$ cat src/rtl/tod_pkg.sv
package tod_pkg;

    localparam int BYTE_W  = 8;
    localparam int ADDR_W  = 3;
    localparam int RATE_BIT = 7;

    typedef enum logic [ADDR_W-1:0] {
        FLD_TENTHS = 3'd0,
        FLD_SECS   = 3'd1,
        FLD_MINS   = 3'd2,
        FLD_HOURS  = 3'd3,
        FLD_CTRL   = 3'd4
    } tod_field_e;

    typedef struct packed {
        logic [BYTE_W-1:0] hours;
        logic [BYTE_W-1:0] mins;
        logic [BYTE_W-1:0] secs;
        logic [BYTE_W-1:0] tenths;
    } tod_time_t;

    typedef struct packed {
        logic              carry;
        logic [BYTE_W-1:0] value;
    } bcd_roll_t;

    localparam logic [BYTE_W-1:0] TENTHS_TOP  = 8'h09;
    localparam logic [BYTE_W-1:0] SIXTY_TOP   = 8'h59;
    localparam logic [BYTE_W-1:0] HOURS_TOP   = 8'h12;
    localparam logic [BYTE_W-1:0] HOURS_BASE  = 8'h01;
    localparam logic [BYTE_W-1:0] HOURS_RESET = 8'h12;

    localparam logic [BYTE_W-1:0] MASK_TENTHS = 8'h0F;
    localparam logic [BYTE_W-1:0] MASK_SIXTY  = 8'h7F;
    localparam logic [BYTE_W-1:0] MASK_HOURS  = 8'h1F;

    // One BCD increment: wraps from top to base with a carry out.
    function automatic bcd_roll_t bcd_roll(
        input logic [BYTE_W-1:0] v,
        input logic [BYTE_W-1:0] top,
        input logic [BYTE_W-1:0] base
    );
        bcd_roll_t r;
        if (v == top) begin
            r.carry = 1'b1;
            r.value = base;
        end else if (v[3:0] == 4'd9) begin
            r.carry = 1'b0;
            r.value = {v[7:4] + 4'd1, 4'd0};
        end else begin
            r.carry = 1'b0;
            r.value = v + 8'd1;
        end
        return r;
    endfunction

    function automatic logic [BYTE_W-1:0] field_mask(input logic [ADDR_W-1:0] a);
        case (a)
            FLD_TENTHS: return MASK_TENTHS;
            FLD_SECS,
            FLD_MINS:   return MASK_SIXTY;
            FLD_HOURS:  return MASK_HOURS;
            default:    return '0;
        endcase
    endfunction

endpackage

$ cat src/rtl/tod_tick_sync.sv
module tod_tick_sync #(
    parameter int STAGES = 2
) (
    input  logic clk,
    input  logic rst,
    input  logic pin,
    output logic rise
);
    // stages 0..STAGES-1 synchronise, stage STAGES holds the previous sample
    logic [STAGES:0] chain;

    always_ff @(posedge clk) begin
        if (rst) chain[0] <= 1'b0;
        else     chain[0] <= pin;
    end

    for (genvar i = 1; i <= STAGES; i++) begin : g_stage
        always_ff @(posedge clk) begin
            if (rst) chain[i] <= 1'b0;
            else     chain[i] <= chain[i-1];
        end
    end

    assign rise = chain[STAGES-1] & ~chain[STAGES];
endmodule

$ cat src/rtl/tod_prescaler.sv
module tod_prescaler #(
    parameter int TICKS_60 = 6,
    parameter int TICKS_50 = 5,
    localparam int MAX_T  = (TICKS_60 > TICKS_50) ? TICKS_60 : TICKS_50,
    localparam int CNT_W  = $clog2(MAX_T + 1)
) (
    input  logic             clk,
    input  logic             rst,
    input  logic             run,
    input  logic             rate50,
    input  logic             rise,
    output logic             step,
    output logic [CNT_W-1:0] count
);
    localparam logic [CNT_W-1:0] LIM60 = CNT_W'(TICKS_60 - 1);
    localparam logic [CNT_W-1:0] LIM50 = CNT_W'(TICKS_50 - 1);

    logic [CNT_W-1:0] limit;
    logic             at_limit;

    assign limit    = rate50 ? LIM50 : LIM60;
    assign at_limit = (count >= limit);
    assign step     = rise & run & at_limit;

    always_ff @(posedge clk) begin
        if (rst || !run) begin
            count <= '0;
        end else if (rise) begin
            count <= at_limit ? '0 : count + CNT_W'(1);
        end
    end
endmodule

$ cat src/rtl/tod_time_chain.sv
module tod_time_chain
    import tod_pkg::*;
(
    input  logic              clk,
    input  logic              rst,
    input  logic              step,
    input  logic              wr_en,
    input  logic [ADDR_W-1:0] wr_addr,
    input  logic [BYTE_W-1:0] wr_data,
    output tod_time_t         now
);
    tod_time_t nxt;
    bcd_roll_t r_t, r_s, r_m, r_h;
    logic      time_wr;
    logic [BYTE_W-1:0] wdat;

    assign time_wr = wr_en && (wr_addr <= FLD_HOURS);
    assign wdat    = wr_data & field_mask(wr_addr);

    always_comb begin
        r_t = bcd_roll(now.tenths, TENTHS_TOP, 8'h00);
        r_s = bcd_roll(now.secs,   SIXTY_TOP,  8'h00);
        r_m = bcd_roll(now.mins,   SIXTY_TOP,  8'h00);
        r_h = bcd_roll(now.hours,  HOURS_TOP,  HOURS_BASE);
        nxt = now;
        if (time_wr) begin
            case (wr_addr)
                FLD_TENTHS: nxt.tenths = wdat;
                FLD_SECS:   nxt.secs   = wdat;
                FLD_MINS:   nxt.mins   = wdat;
                default:    nxt.hours  = wdat;
            endcase
        end else if (step) begin
            nxt.tenths = r_t.value;
            if (r_t.carry) begin
                nxt.secs = r_s.value;
                if (r_s.carry) begin
                    nxt.mins = r_m.value;
                    if (r_m.carry) nxt.hours = r_h.value;
                end
            end
        end
    end

    always_ff @(posedge clk) begin
        if (rst) begin
            now.tenths <= '0;
            now.secs   <= '0;
            now.mins   <= '0;
            now.hours  <= HOURS_RESET;
        end else begin
            now <= nxt;
        end
    end
endmodule

$ cat src/rtl/tod_clock.sv
module tod_clock
    import tod_pkg::*;
#(
    parameter int SYNC_STAGES = 2,
    parameter int TICKS_60    = 6,
    parameter int TICKS_50    = 5,
    localparam int MAX_T  = (TICKS_60 > TICKS_50) ? TICKS_60 : TICKS_50,
    localparam int CNT_W  = $clog2(MAX_T + 1)
) (
    input  logic              clk,
    input  logic              rst,
    input  logic              tick_in,
    input  logic              wr_en,
    input  logic [ADDR_W-1:0] wr_addr,
    input  logic [BYTE_W-1:0] wr_data,
    input  logic [ADDR_W-1:0] rd_addr,
    output logic [BYTE_W-1:0] rd_data
);
    logic             tick_rise;
    logic             step;
    logic [CNT_W-1:0] pre_cnt;
    logic             running;
    logic             rate50;
    tod_time_t        time_q;

    tod_tick_sync #(.STAGES(SYNC_STAGES)) u_sync (
        .clk (clk),
        .rst (rst),
        .pin (tick_in),
        .rise(tick_rise)
    );

    tod_prescaler #(.TICKS_60(TICKS_60), .TICKS_50(TICKS_50)) u_pre (
        .clk   (clk),
        .rst   (rst),
        .run   (running),
        .rate50(rate50),
        .rise  (tick_rise),
        .step  (step),
        .count (pre_cnt)
    );

    tod_time_chain u_chain (
        .clk    (clk),
        .rst    (rst),
        .step   (step),
        .wr_en  (wr_en),
        .wr_addr(wr_addr),
        .wr_data(wr_data),
        .now    (time_q)
    );

    // start on tenths write, stop on hours write, rate bit on control write
    always_ff @(posedge clk) begin
        if (rst) begin
            running <= 1'b0;
            rate50  <= 1'b0;
        end else if (wr_en) begin
            if (wr_addr == FLD_TENTHS) running <= 1'b1;
            if (wr_addr == FLD_HOURS)  running <= 1'b0;
            if (wr_addr == FLD_CTRL)   rate50  <= wr_data[RATE_BIT];
        end
    end

    always_comb begin
        case (rd_addr)
            FLD_TENTHS: rd_data = time_q.tenths;
            FLD_SECS:   rd_data = time_q.secs;
            FLD_MINS:   rd_data = time_q.mins;
            FLD_HOURS:  rd_data = time_q.hours;
            FLD_CTRL:   rd_data = {rate50, {(BYTE_W-1){1'b0}}};
            default:    rd_data = '0;
        endcase
    end
endmodule

$ cat config.mk
export PLATFORM = sky130hd
export DESIGN_NAME = tod_clock
export DESIGN_NICKNAME = d
export VERILOG_FILES = /design/src/rtl/tod_pkg.sv /design/src/rtl/tod_tick_sync.sv /design/src/rtl/tod_prescaler.sv /design/src/rtl/tod_time_chain.sv /design/src/rtl/tod_clock.sv
export SDC_FILE = /design/constraint.sdc
export NUM_CORES = 1
export LEC_CHECK = 0
export BUFFER_PORTS_ARGS = -buffer_cell sky130_fd_sc_hd__buf_4
export CAP_MARGIN = 20
export CORE_MARGIN = 2
export CORE_UTILIZATION = 56
export CTS_CLUSTER_SIZE = 8
export DETAILED_ROUTE_END_ITERATION = 16
export PLACE_DENSITY = 0.76
export SYNTH_ARGS = -nofsm -noshare
export SYNTH_HDL_FRONTEND = slang
export SYNTH_SLANG_ARGS = --single-unit
$ cat constraint.sdc
create_clock -name clk -period 2.6 [get_ports clk]
set_clock_uncertainty 0.05 [all_clocks]
set_input_delay 0.52 -clock clk [delete_from_list [all_inputs] [get_ports clk]]
set_output_delay 0.52 -clock clk [all_outputs]
set_load 0.03 [all_outputs]
## Yosys cells after proc, flatten, opt, wreduce, memory -nomap -nowiden

Index checks and enable logic that the tools add are counted.

- Flip-flop bits (word level): 40
- Bits in latches: 0
- RAM bits: 0
- ROM bits: 0
- Bits of input ports: 18
- Output and inout bits: 8
- Logic and storage cells: 87
- Memories: 0

- $add $sub $neg: 9
- Multipliers: 0
- Divide/modulo/power cells: 0
- Magnitude comparators: 2
- Equal/unequal tests: 20
- Shifts and indexed selects: 0
- Multiplexer cells: 23
- Bitwise operators: 5
- Reduce and logical (&&, ||, !) cells: 18

Operators with widths:

| cell | count |
|---|---|
| 8-bit 2-to-1 mux | 10 |
| 32-bit 2-to-1 mux | 2 |
| 8-bit one-hot mux with 5 select lines | 1 |
| 8-bit by 1-bit adder with 8-bit output (second input constant) | 4 |
| 9-bit 2-to-1 mux | 3 |
| 24-bit 2-to-1 mux | 1 |
| 7-bit one-hot mux with 3 select lines | 1 |
| 4-bit by 1-bit adder with 4-bit output (second input constant) | 4 |
| 4-bit equality test (second input constant) | 4 |
| 8-bit by 7-bit equality test with 1-bit output (second input constant) | 2 |
| 16-bit 2-to-1 mux | 1 |
| 3-bit by 2-bit equality test with 1-bit output (second input constant) | 4 |
| 2-bit nonzero test | 5 |
| 8-bit by 7-bit AND with 8-bit output | 1 |
| 8-bit by 4-bit equality test with 1-bit output (second input constant) | 1 |
| 8-bit by 5-bit equality test with 1-bit output (second input constant) | 1 |
| 2-bit inequality test (second input constant) | 4 |
| 3-bit by 1-bit equality test with 1-bit output (second input constant) | 2 |
| 3-bit equality test (second input constant) | 2 |
| 3-bit zero test | 2 |
| 2-bit AND reduction | 3 |
| 5-bit AND reduction | 1 |
| 4-bit AND reduction | 1 |
| 3-bit by 1-bit adder with 3-bit output (second input constant) | 1 |
| 12 further kinds | 16 |

## Logic depth before layout (Yosys ltp)

- Word-level depth: 8
- Gate-level depth with buffers: 8
- Mapped depth without buffers: 7

## Modules after synthesis

Synthesis repeated with hierarchy kept, for this count alone.

- Cell total of the unflattened synthesis: 343
- Area, all modules: 2852.7 µm²

By module, submodules not included:

| module | times used | cells an instance | area each (µm²) | sequential area each (µm²) |
|---|---|---|---|---|
| tod_time_chain | 1 | 282 | 2212.1 | 640.6 |
| tod_clock | 1 | 33 | 369.1 | 40.0 |
| tod_prescaler | 1 | 21 | 183.9 | 60.1 |
| tod_tick_sync | 1 | 7 | 87.6 | 60.1 |

## Worst setup path after synthesis

Ideal clock, no wire load.

- Path kind: input to output
- Start point: in rd_addr[1]
- End point: out rd_data[7]
- Arrival time: 1.904 ns
- Data required time: 2.030 ns
- Slack: 0.126 ns
- Stages: 2
- Buffers on the path: 1
- Path through: clkbuf_1 o41ai_1

- Cells in the longest elaborated chain, start to end: 2
- Elaborated cells between the ends (all ways): 6
- Those cells by class: eq/ne: 4; mux: 1; reduce/logical: 1

Ends and longest elaborated chain:

| item | RTL line | text |
|---|---|---|
| from (decl) | tod_clock.sv:16 | `input logic [ADDR_W-1:0] rd_addr,` |
| 3-bit equality test (tied with other cells) | tod_clock.sv:66 | `case (rd_addr)` |
| 8-bit one-hot mux with 5 select lines * | tod_clock.sv:66 |  |
| to (decl) | tod_clock.sv:17 | `output logic [BYTE_W-1:0] rd_data` |

Every way passes the cells marked *; elsewhere a longest branch is shown, timed or not.

## Worst setup path after layout

- Start point: reg u_chain.now[4] (netlist bit)
- End point: reg u_chain.now[31] (netlist bit)

- Cells in the longest elaborated chain, start to end: 4

Ends and longest elaborated chain:

| item | RTL line | text |
|---|---|---|
| from (decl) | tod_time_chain.sv:10 | `output tod_time_t now` |
| from (signal assigned) | tod_time_chain.sv:52 | `now <= nxt;` |
| 8-bit by 4-bit equality test with 1-bit output | tod_pkg.sv:44 | `if (v == top) begin` |
| 9-bit 2-to-1 mux | tod_pkg.sv:44 |  |
| 2-bit nonzero test (no source line) | -- |  |
| 5-bit AND reduction (no source line) | -- |  |

Every way passes these cells.
A chain may end at the register's enable or synchronous reset.

==> metrics.md <==
| Metric | Value |
|---|---|
| Post-synth EDFFs | 0 |
| Switching Power | slightly above 0.0003 W |
| Power share of the sequential group | a little over half |
| Drt first pass iters | 5 |
| H-tree depth | 2 |
| Worst hold path class | primary input to flop |
| Root buffer cell | clkbuf_8 |
| Slew margin rel. | between 50% and 60% |
| Largest stage delay on the critical path | ~0.55 ns |
| Iter 0 DRT Violations | approximately 260 |
| Critical Path RT | about 2.8 ns |
| Synth Area per Inst | 7.93 sq um |
| Internal power | ~0.00085 W |
| Residual DRC count | 0 |
| Area grow syn2layout | 11.3% |
| Post-CTS resize count | 0 |
| PnR worst setup slack | ~0.30 ns |
| Die X | 75.1 um |
| # fillers | approximately 450 |
| Final Cycle Share | roughly nine tenths |
| # IOs | 26 |
| Vias per inst | ~6.3 |
| First-pass GRT wire length | around 12000 um |
| Commonest non-fill, non-tap cells in the layout | 40 x dfxtp_1, 36 x o21ai_0, 35 x a21oi_1, 35 x nor2_1, 33 x nand2_1 |
| CTS Buffer Depth | 2 |
| Number of global-route vias before repair | about 2500 |
| Yosys reg bits | 40 |
| Crit. End Element | flop |
| Cell family with most CP delay | simple AND/OR/NAND/NOR gates |
| Worst path cell trace | inv_1 -> ha_1 -> or3b_4 -> o21ai_4 -> nand4_2 -> or4_1 -> a21oi_1 |
| Worst R2R Path Depth | 7 |
| Post-synth cell types | 54 |
| Ys flop type | dfxtp_1 |
| Status | finished, final reports clean |
| CTS buffer count | 5 |
| Routed WL per cell | around 17 um |
| Die Y | approximately 75 um |
| Final-stage net count | ~410 |
| Synth warn | 0 |
| Die area | roughly 5600 sq um |
| Sw frac | between 20% and 30% |
| DR vias | ~2800 |
| Core area | 4790 sq um |
| Max stage delay cell, worst path | or4_1 |
| Synth Net Count | 391 |
| # rows | 25 |
| CTS tree | done |
| Max-cap violations | 0 |
| Final hold violations | 0 |
| Synth Cell Area | ~2800 sq um |
| Clock network power share | between 30% and 40% |
| Min-Delay Path Depth | 2 |
| Synth async-reset ratio | 0% |
| Slew @ Worst Pin | slightly below 0.7 ns |
| Setup TNS | 0 ns |
| GPL Wtd Cong | between 0.8 and 0.9 |
| Crit path buf inv count | 1 |
| Fmax | 0.436 GHz |
| Setup CP Type | flop to flop |
| I/O Buffers | 25 |
| DP HPWL | 5540 um |
| Final global-route overflow total | 0 |
| Setup violators final | 0 |
| RSZ-0062 raised after global routing | false |
| Leakage | ~1.2 nW |
| Comb pwr share | between 10 and 15% |
| Post-Syn Instances | 357 |
| Starting Density | roughly three fifths |
| Tmin final | 2.30 ns |
| ANT nets after route | 0 |
| Power Total | ~0.0012 W |
| Most common cell after layout, fill and taps aside | dfxtp_1 |
| PwrDens | roughly 370 nW/um^2 |
| Setup Fix Bufs, Post-CTS | 0 |
| Initial antenna violation count | 0 |
| Worst reg2reg setup slack | 0.30 ns |
| GR Util All Layers | about 29% |
| Startpoint Class | flop |
| Post-Place Setup Slack | between 0.3 and 0.4 ns |
| Num Clock Sinks | 40 |
| CP Depth | 7 |
| Sequential element share of the synthesized area | between 20 and 30% |
| Slew Limit Fails | 0 |
| Layout cells sized above 1 | between 10% and 20% |
| Crit-path max FO | 9 |
| Worst-Skew Late Latency | about 0.30 ns |
| WL final | roughly 7500 um |
| WP data arrival | between 2 and 2.5 ns |
| Peak supply drop | 214 uV |
| Largest net degree at the start of global routing | 34 |
| Hold_buf cts | 0 |
| Ant diodes | 0 |
| CTS clk-pin slew, worst paths | 0.08 ns |
per-stage QoR:
stage               hold slack [ns]  utilization [%]  instance area (sq um)  std cells
finish                        0.382             65.9                   3150        446
global route                  0.420             65.9                   3150        446
global placement              0.413             64.2                   3070        439
detailed placement            0.420             64.2                   3070        439
floorplan                     0.364                -                   2830        357
CTS                           0.388             65.9                   3150        446
cell usage after synthesis, types with 5 or more instances:
library cell	number	area, sq um
nand2_1	33	124
nand2b_1	5	31.3
a21oi_1	35	175
nand3b_1	8	60.1
ha_1	16	200
o21ai_0	36	180
and2_1	9	56.3
nand3_1	15	75.1
clkbuf_1	13	48.8
nor2_1	35	131
inv_1	15	56.3
nor2b_1	8	50.1
nor3_1	7	35.0
dfxtp_1	40	801
mux4_2	8	180
nor3b_1	5	37.5
area by class of cell:
cell class	count	area, sq um	area share, %
Clock inverter	1	5.00	0.159
Inverter	16	60.1	1.91
Sequential cell	40	801	25.4
Clock buffer	6	72.6	2.30
Tap cell	67	83.8	2.66
Timing Repair Buffer	32	240	7.62
Multi-Input combinational cell	284	1890	59.9
routing by layer:
metal | up-vias | global-route usage [%] | share of wire (%)
li1 | 1353 | - | -
met1 | 1326 | 40.2 | 43
met2 | 99 | 46.3 | 49
met3 | 12 | 3.35 | 6.4
met4 | 0 | 9.33 | 1.5
met5 | - | 0 | 0
state kept, by name, summed over array words and instances, names as in the netlist:
signal / flops
u_chain.now: 32
u_pre.count: 3
u_sync.chain: 3
rate50: 1
running: 1
cell families after synthesis:
| logic type | count (synthesis) | synth area share, % |
|---|---|---|
| simple gates | 145 | 27.0 |
| compound gates | 106 | 23.2 |
| flops | 40 | 28.3 |
| buf+inv | 33 | 4.99 |
| fa+ha+maj | 16 | 7.07 |
| mux | 12 | 7.82 |
| xor+xnor | 5 | 1.55 |
power groups by stage:
stage	Combinational, W	Sequential, W	Clock, W
floorplan	0.0000830	0.000635	0
detailed placement	0.000130	0.000637	0
global placement	0.000128	0.000637	0
global route	0.000144	0.000624	0.000431
CTS	0.000130	0.000623	0.000408
finish	0.000131	0.000623	0.000402
worst paths after layout:
path,startpoint,to
worst min register to register,u_sync.chain[0]$_SDFF_PP0_,u_sync.chain[1]$_SDFF_PP0_
worst max-delay path,u_chain.now[4]$_SDFFE_PP0P_,u_chain.now[31]$_SDFFE_PP0P_
worst min-delay path,tick_in,u_sync.chain[0]$_SDFF_PP0_
worst max register to register,u_chain.now[4]$_SDFFE_PP0P_,u_chain.now[31]$_SDFFE_PP0P_
No activity file was read; power rests on OpenSTA's default activity.
